<file path="config.mk">
export PLATFORM = sky130hd
export DESIGN_NAME = codec_serial_if
export DESIGN_NICKNAME = d
export VERILOG_FILES = /design/src/rtl/codec_if_pkg.sv /design/src/rtl/codec_fifo.sv /design/src/rtl/codec_bit_seq.sv /design/src/rtl/codec_serial_if.sv
export SDC_FILE = /design/constraint.sdc
export NUM_CORES = 1
export LEC_CHECK = 0
export BUFFER_PORTS_ARGS = -buffer_cell sky130_fd_sc_hd__buf_2
export CAP_MARGIN = 0
export CORE_MARGIN = 5
export CORE_UTILIZATION = 40
export CTS_CLUSTER_DIAMETER = 50
export DETAILED_ROUTE_END_ITERATION = 10
export GPL_TIMING_DRIVEN = 1
export MAX_ROUTING_LAYER = met4
export PLACE_DENSITY = 0.6
export SLEW_MARGIN = 20
export SYNTH_ARGS = -nofsm -noshare
export SYNTH_HDL_FRONTEND = slang
export SYNTH_SLANG_ARGS = --single-unit
</file>
<file path="constraint.sdc">
create_clock -name clk -period 1.8 [get_ports clk]
set_input_delay 0.18 -clock clk [delete_from_list [all_inputs] [get_ports clk]]
set_output_delay 0.18 -clock clk [all_outputs]
set_load 0.03 [all_outputs]
</file>
<file path="src/rtl/codec_if_pkg.sv">
package codec_if_pkg;

  localparam int SLOT_W_DEF = 16;
  localparam int DEPTH_DEF  = 4;

  typedef enum logic {
    FMT_FRAMED = 1'b0,
    FMT_I2S    = 1'b1
  } fmt_e;

  // One-cycle strobes produced by the bit sequencer
  typedef struct packed {
    logic load;      // falling edge entering the first bit of a slot
    logic shift;     // falling edge entering a later bit of a slot
    logic lead;      // falling edge entering the lead bit of a group
    logic samp;      // rising edge inside a data bit
    logic slot_end;  // rising edge of the last bit of a slot
    logic grp_end;   // rising edge of the last bit of the last slot
  } seq_ev_t;

endpackage

</file>
<file path="src/rtl/codec_fifo.sv">
module codec_fifo #(
  parameter int W     = 16,
  parameter int DEPTH = 4
) (
  input  logic         clk,
  input  logic         rst_n,
  input  logic         push,
  input  logic [W-1:0] din,
  input  logic         pop,
  output logic [W-1:0] dout,
  output logic         empty,
  output logic         full
);
  localparam int AW = $clog2(DEPTH);
  localparam int CW = $clog2(DEPTH + 1);

  logic [W-1:0]  mem_q [DEPTH];
  logic [AW-1:0] wr_q, wr_n, rd_q, rd_n;
  logic [CW-1:0] cnt_q, cnt_n;
  logic          do_push, do_pop;

  assign empty   = (cnt_q == '0);
  assign full    = (cnt_q == CW'(DEPTH));
  assign do_push = push && !full;
  assign do_pop  = pop && !empty;
  assign dout    = mem_q[rd_q];

  always_comb begin
    wr_n  = wr_q;
    rd_n  = rd_q;
    cnt_n = cnt_q;
    if (do_push) wr_n = (wr_q == AW'(DEPTH - 1)) ? '0 : wr_q + 1'b1;
    if (do_pop)  rd_n = (rd_q == AW'(DEPTH - 1)) ? '0 : rd_q + 1'b1;
    if (do_push && !do_pop)      cnt_n = cnt_q + 1'b1;
    else if (do_pop && !do_push) cnt_n = cnt_q - 1'b1;
  end

  always_ff @(posedge clk or negedge rst_n) begin
    if (!rst_n) begin
      wr_q  <= '0;
      rd_q  <= '0;
      cnt_q <= '0;
    end else begin
      wr_q  <= wr_n;
      rd_q  <= rd_n;
      cnt_q <= cnt_n;
    end
  end

  always_ff @(posedge clk) begin
    if (do_push) mem_q[wr_q] <= din;
  end


  full_drop_chk: assert property (@(posedge clk) disable iff (!rst_n)
    (push && full && !pop) |=> (cnt_q == $past(cnt_q)));

endmodule

</file>
<file path="src/rtl/codec_bit_seq.sv">
module codec_bit_seq
  import codec_if_pkg::*;
#(
  parameter int SLOT_W    = 16,
  parameter int MAX_SLOTS = 4
) (
  input  logic                          clk,
  input  logic                          rst_n,
  input  logic                          enable,
  input  logic                          bit_en,
  input  fmt_e                          fmt,
  input  logic [$clog2(SLOT_W+1)-1:0]   last_bit,
  input  logic [$clog2(MAX_SLOTS)-1:0]  last_slot_idx,
  output logic                          bclk,
  output logic                          fs,
  output seq_ev_t                       ev
);
  localparam int BW = $clog2(SLOT_W + 1);
  localparam int SW = $clog2(MAX_SLOTS);

  logic          bclk_q, bclk_n, ws_q, ws_n, fs_q, fs_n;
  logic [BW-1:0] bit_q, bit_n;
  logic [SW-1:0] slot_q, slot_n;
  logic          at_last, last_slot;

  assign at_last   = (bit_q == last_bit);
  assign last_slot = (slot_q == last_slot_idx);

  always_comb begin
    bclk_n = bclk_q;
    bit_n  = bit_q;
    slot_n = slot_q;
    ws_n   = ws_q;
    ev     = '0;
    if (!enable) begin
      bclk_n = 1'b0;
      bit_n  = '0;
      slot_n = '0;
      ws_n   = 1'b0;
    end else if (bit_en) begin
      bclk_n = !bclk_q;
      if (!bclk_q) begin
        ev.samp     = (bit_q != '0);
        ev.slot_end = ev.samp && at_last;
        ev.grp_end  = ev.slot_end && last_slot;
      end else if (bit_q == '0) begin
        bit_n   = BW'(1);
        ev.load = 1'b1;
      end else if (!at_last) begin
        bit_n    = bit_q + BW'(1);
        ev.shift = 1'b1;
      end else if (!last_slot) begin
        bit_n   = BW'(1);
        slot_n  = slot_q + SW'(1);
        ev.load = 1'b1;
      end else begin
        bit_n   = '0;
        slot_n  = '0;
        ws_n    = !ws_q;
        ev.lead = 1'b1;
      end
    end
    fs_n = (fmt == FMT_I2S) ? ws_n : (enable && (bit_n == '0));
  end

  always_ff @(posedge clk or negedge rst_n) begin
    if (!rst_n) begin
      bclk_q <= 1'b0;
      bit_q  <= '0;
      slot_q <= '0;
      ws_q   <= 1'b0;
      fs_q   <= 1'b0;
    end else begin
      bclk_q <= bclk_n;
      bit_q  <= bit_n;
      slot_q <= slot_n;
      ws_q   <= ws_n;
      fs_q   <= fs_n;
    end
  end

  assign bclk = bclk_q;
  assign fs   = fs_q;


  bclk_toggle_chk: assert property (@(posedge clk) disable iff (!rst_n)
    (enable && bit_en) |=> (bclk_q != $past(bclk_q)));


  sync_no_data_chk: assert property (@(posedge clk) disable iff (!rst_n)
    (fmt == FMT_FRAMED && ev.samp) |-> !fs_q);


  ws_edge_chk: assert property (@(posedge clk) disable iff (!rst_n)
    (fmt == FMT_I2S && enable && !$stable(fs_q)) |-> $fell(bclk_q));

endmodule

</file>
<file path="src/rtl/codec_serial_if.sv">
module codec_serial_if
  import codec_if_pkg::*;
#(
  parameter int SLOT_W = SLOT_W_DEF,
  parameter int DEPTH  = DEPTH_DEF
) (
  input  logic                      clk,
  input  logic                      rst_n,
  input  logic                      enable,
  input  logic                      bit_en,
  input  logic                      cfg_fmt,
  input  logic [$clog2(SLOT_W)-1:0] cfg_wlen,
  input  logic [$clog2(DEPTH)-1:0]  cfg_slots,
  input  logic                      tx_wr,
  input  logic [SLOT_W-1:0]         tx_data,
  input  logic                      rx_rd,
  output logic [SLOT_W-1:0]         rx_data,
  output logic                      rx_valid,
  input  logic                      sdi,
  output logic                      bclk,
  output logic                      fsync,
  output logic                      sdo,
  output logic                      irq,
  output logic                      tx_unf
);
  localparam int BW = $clog2(SLOT_W + 1);

  // reset: asserted asynchronously, released on a clock edge
  logic rst_meta, rst_s;
  always_ff @(posedge clk or negedge rst_n) begin
    if (!rst_n) begin
      rst_meta <= 1'b0;
      rst_s    <= 1'b0;
    end else begin
      rst_meta <= 1'b1;
      rst_s    <= rst_meta;
    end
  end

  seq_ev_t            ev;
  logic [BW-1:0]      last_bit;
  logic [SLOT_W-1:0]  wmask, tx_head, rx_word;
  logic               tx_empty, tx_full, rx_empty, rx_full;
  logic [SLOT_W-1:0]  tx_sh_q, tx_sh_n, rx_sh_q, rx_sh_n;
  logic               irq_q, irq_n, unf_q, unf_n;

  assign last_bit = BW'(cfg_wlen) + BW'(1);
  assign wmask    = ~({SLOT_W{1'b1}} << last_bit);
  assign rx_word  = {rx_sh_q[SLOT_W-2:0], sdi} & wmask;

  codec_bit_seq #(.SLOT_W(SLOT_W), .MAX_SLOTS(DEPTH)) u_seq (
    .clk(clk), .rst_n(rst_s), .enable(enable), .bit_en(bit_en),
    .fmt(fmt_e'(cfg_fmt)), .last_bit(last_bit), .last_slot_idx(cfg_slots),
    .bclk(bclk), .fs(fsync), .ev(ev)
  );

  codec_fifo #(.W(SLOT_W), .DEPTH(DEPTH)) u_txq (
    .clk(clk), .rst_n(rst_s), .push(tx_wr), .din(tx_data),
    .pop(ev.load), .dout(tx_head), .empty(tx_empty), .full(tx_full)
  );

  codec_fifo #(.W(SLOT_W), .DEPTH(DEPTH)) u_rxq (
    .clk(clk), .rst_n(rst_s), .push(ev.slot_end), .din(rx_word),
    .pop(rx_rd), .dout(rx_data), .empty(rx_empty), .full(rx_full)
  );

  assign rx_valid = !rx_empty;

  always_comb begin
    tx_sh_n = tx_sh_q;
    rx_sh_n = rx_sh_q;
    if (!enable)       tx_sh_n = '0;
    else if (ev.load)  tx_sh_n = tx_empty ? '0 : tx_head;
    else if (ev.shift) tx_sh_n = tx_sh_q << 1;
    else if (ev.lead)  tx_sh_n = '0;
    if (ev.samp) rx_sh_n = {rx_sh_q[SLOT_W-2:0], sdi};
    irq_n = ev.grp_end;
    unf_n = ev.load && tx_empty;
  end

  always_ff @(posedge clk or negedge rst_s) begin
    if (!rst_s) begin
      tx_sh_q <= '0;
      rx_sh_q <= '0;
      irq_q   <= 1'b0;
      unf_q   <= 1'b0;
    end else begin
      tx_sh_q <= tx_sh_n;
      rx_sh_q <= rx_sh_n;
      irq_q   <= irq_n;
      unf_q   <= unf_n;
    end
  end

  assign sdo    = tx_sh_q[cfg_wlen];
  assign irq    = irq_q;
  assign tx_unf = unf_q;


  sdo_fall_chk: assert property (@(posedge clk) disable iff (!rst_s)
    !$stable(sdo) |-> ($fell(bclk) || !$past(enable)));


  irq_rise_chk: assert property (@(posedge clk) disable iff (!rst_s)
    irq |-> $rose(bclk));


  unf_zero_chk: assert property (@(posedge clk) disable iff (!rst_s)
    tx_unf |-> (!sdo && $fell(bclk)));

endmodule

</file>
==> out/results.ini <==
[timing]
fmax_mhz=433
setup_violations=111
fin_crit_ps=2310
hold_viol=0
final_max_slew_viol_count=0
setup_slack_ps=-510
rsz0062_at_grt=true
finalCritPeriodShare_pct=128
fin_skew_ps=11.9

[finish]
fin_nets=719
syn_to_final_growth_pct=35.2
final_cell_mix=edfxtp_1 (128), buf_4 (89), dfrtp_1 (57)
drive_above_1_share_pct=46.8
final_common_cell=edfxtp_1
final_core_util_pct=55.1

[hold_path]
hp-class=in -> async

[power_and_ir_drop]
comb_power_share_pct=27.7
p_sw_mw=3.60
p_int_mw=9.42
power_frac_clock_pct=30.8
p_leak_nw=4.11
p_sw_share_pct=27.7
peakVddDrop_mv=1.02
power_frac_seq_pct=41.4
p_per_area_mw_per_mm2=1210

[clock_network]
clk_pin_slew_ps=70
cts_tree=yes
root_buffer=clkbuf_16
clk_latency_ps=430
clock-sinks=187
cts_buffer_depth=2
cts_buffers=17
cts.htree.levels=4

[grt]
grt_pass1_vias=5125
globalRoute.totalOverflow=0
antenna_found_initial=3
grt_start_max_net_pins=23
grt_first_pass_wirelength_um=26800
grt_use_total_pct=16.1

[detailed_routing]
drt_iter0_drc=282
wirelength_um=16400
ant_nets=0
vias_per_cell=4.99
dr_total_vias=4744
wl_per_cell_um=17.3
firstDrtPassIters=4
drc=0

[worst_setup_path]
critPathKind=reg -> reg
reg2reg_setup_slack_ps=-510
r2r-start=u_seq.bit_q[0]
cp-start-kind=flop
end_kind=flop
reg2regPathDepth=8
r2r_end=u_txq.cnt_q[1]
critPathMaxFanout=3
cp.required_ps=2120
arrival_ps=2630

[yosys]
synthFlopType=edfxtp_1
synth.distinct_cells=49
synth.top_cell.area_share_pct=48.3
postSynthAreaPerCell_um2=16.3
synth_seq_cells=187
synth_area_mm2=0.00796
syn-num-nets=540
synth_top_area_cell=edfxtp_1
synth.area.top_cells=edfxtp_1 (48%), dfrtp_1 (19%), mux4_2 (10%)
yosys_warnings=0
synth_cells=490
synth_edf_count=128
ys_async_sr_fraction_pct=31.6
yosysSeqAreaShare_pct=66.8

[placement]
pre_cts_slack_ps=-901
detailed_place_hpwl_um=10400
place_congestion=0.836
portBuffers=51

[status]
status=finished, violations left
violations=setup timing

[floorplanning]
io_pins=52
rows=51
die_x_um=151
start_util_pct=40.8
die_area_mm2=0.0228
die_height_um=151
coreArea_mm2=0.0195

[run]
cap_viol_max_count=0

power by group through the flow:
stage	Clock (mW)	Sequential (mW)	Combinational, mW
CTS	4.07	5.40	3.73
global route	4.25	5.45	3.95
finish	4.01	5.39	3.61
detailed placement	0	5.48	3.14
global placement	0	5.44	3.05
floorplan	0	5.45	2.02
logic make-up (layout without fill, tap and decap cells):
group / after synthesis / after routing / synth area share, %
multiplexers: 58 / 58 / 13.4
AND/OR/NAND/NOR: 86 / 91 / 5.86
buffers and inverters: 50 / 237 / 2.51
other: 1 / 4 / 0.0471
adder cells (fa/ha/maj): 20 / 20 / 3.33
AO/OA/AOI/OAI: 72 / 72 / 6.05
XOR/XNOR: 16 / 16 / 1.95
flip-flops: 187 / 187 / 66.8
timing repair:
item / in CTS / in global routing
hold endpoints to repair: 68 / 0
gates resized for setup: 99 / 20
pin swaps: 32 / 17
endpoints found under the setup margin: 128 / 137
cloned: 7 / 0
setup buffers: 28 / 13
hold buffers: 19 / 0
layer usage:
layer	vias up	wire, um	global-route usage, %
li1	2218	-	-
met1	2412	6470	17.3
met2	83	8920	28.9
met3	31	668	4.25
met4	0	394	5.12
met5	-	0	-
worst max-delay path, cell delays in order, from the launching register on:
cell and delay (ps):
dfrtp_2 440, xor2_2 210, o2111ai_2 170, nor3_2 260
o2111ai_2 190, ha_4 210, inv_2 50, fa_1 400
mux2_4 270
synthesized netlist by cell type (5+ instances only):
| library cell | number |
|---|---|
| xor2_1 | 9 |
| a22oi_1 | 15 |
| and2_1 | 18 |
| o21ai_0 | 21 |
| xnor2_1 | 5 |
| edfxtp_1 | 128 |
| o21a_1 | 7 |
| mux4_2 | 37 |
| clkbuf_1 | 10 |
| nand2b_1 | 5 |
| nor2_1 | 14 |
| buf_2 | 10 |
| inv_1 | 29 |
| nand2_1 | 19 |
| ha_1 | 18 |
| mux2_2 | 18 |
| dfrtp_1 | 59 |
| nand3_1 | 9 |
final cells by class:
type | instances | area, um^2
Fill cell | 1564 | 8760
Sequential cell | 187 | 5320
Multi-Input combinational cell | 258 | 2900
Timing Repair Buffer | 176 | 1460
Clock buffer | 18 | 429
Tap cell | 265 | 332
Clock inverter | 14 | 206
Inverter | 29 | 109
Antenna cell | 3 | 7.51
worst max-delay path by stage:
stage | startpoint | to | slack [ps] | cells after the start
after detailed placement | cfg_wlen[1] | u_rxq.cnt_q[2] | -900 | 14
after global routing | u_seq.bit_q[2] | u_txq.cnt_q[1] | -620 | 8
final | u_seq.bit_q[0] | u_txq.cnt_q[1] | -510 | 8
after floorplan | cfg_wlen[1] | u_txq.cnt_q[1] | -800 | 13
after global placement | cfg_wlen[1] | u_txq.cnt_q[1] | -790 | 12
after CTS | u_seq.bit_q[0] | u_rxq.cnt_q[2] | -500 | 12
stage by stage:
| step | instances | power [mW] | setup TNS, ps | instance area [um^2] | hold WS (ps) |
|---|---|---|---|---|---|
| final | 950 | 13.0 | -20640 | 10800 | 57.6 |
| after global routing | 950 | 13.7 | -31200 | 10800 | 50.6 |
| after CTS | 939 | 13.2 | -23840 | 10600 | 45.9 |
| after detailed placement | 859 | 8.62 | -57690 | 9190 | -31.9 |
| after global placement | 859 | 8.49 | -50430 | 9190 | -32.8 |
| after floorplan | 490 | 7.48 | -25470 | 8130 | -116 |
state kept, by name, summed over array words and instances, names as in the netlist:
signal and cells:
u_txq.cnt_q 3, u_rxq.cnt_q 3, u_txq.mem_q 64, rx_sh_q 15, u_seq.slot_q 2, u_rxq.wr_q 2
u_txq.wr_q 2, tx_unf 1, u_seq.bit_q 5, irq 1, u_seq.ws_q 1, u_seq.fs 1
tx_sh_q 16, rst_meta 1, u_rxq.rd_q 2, u_seq.bclk 1, u_txq.rd_q 2, rst_s 1
u_rxq.mem_q 64
Power figures use the tool's default switching activity.
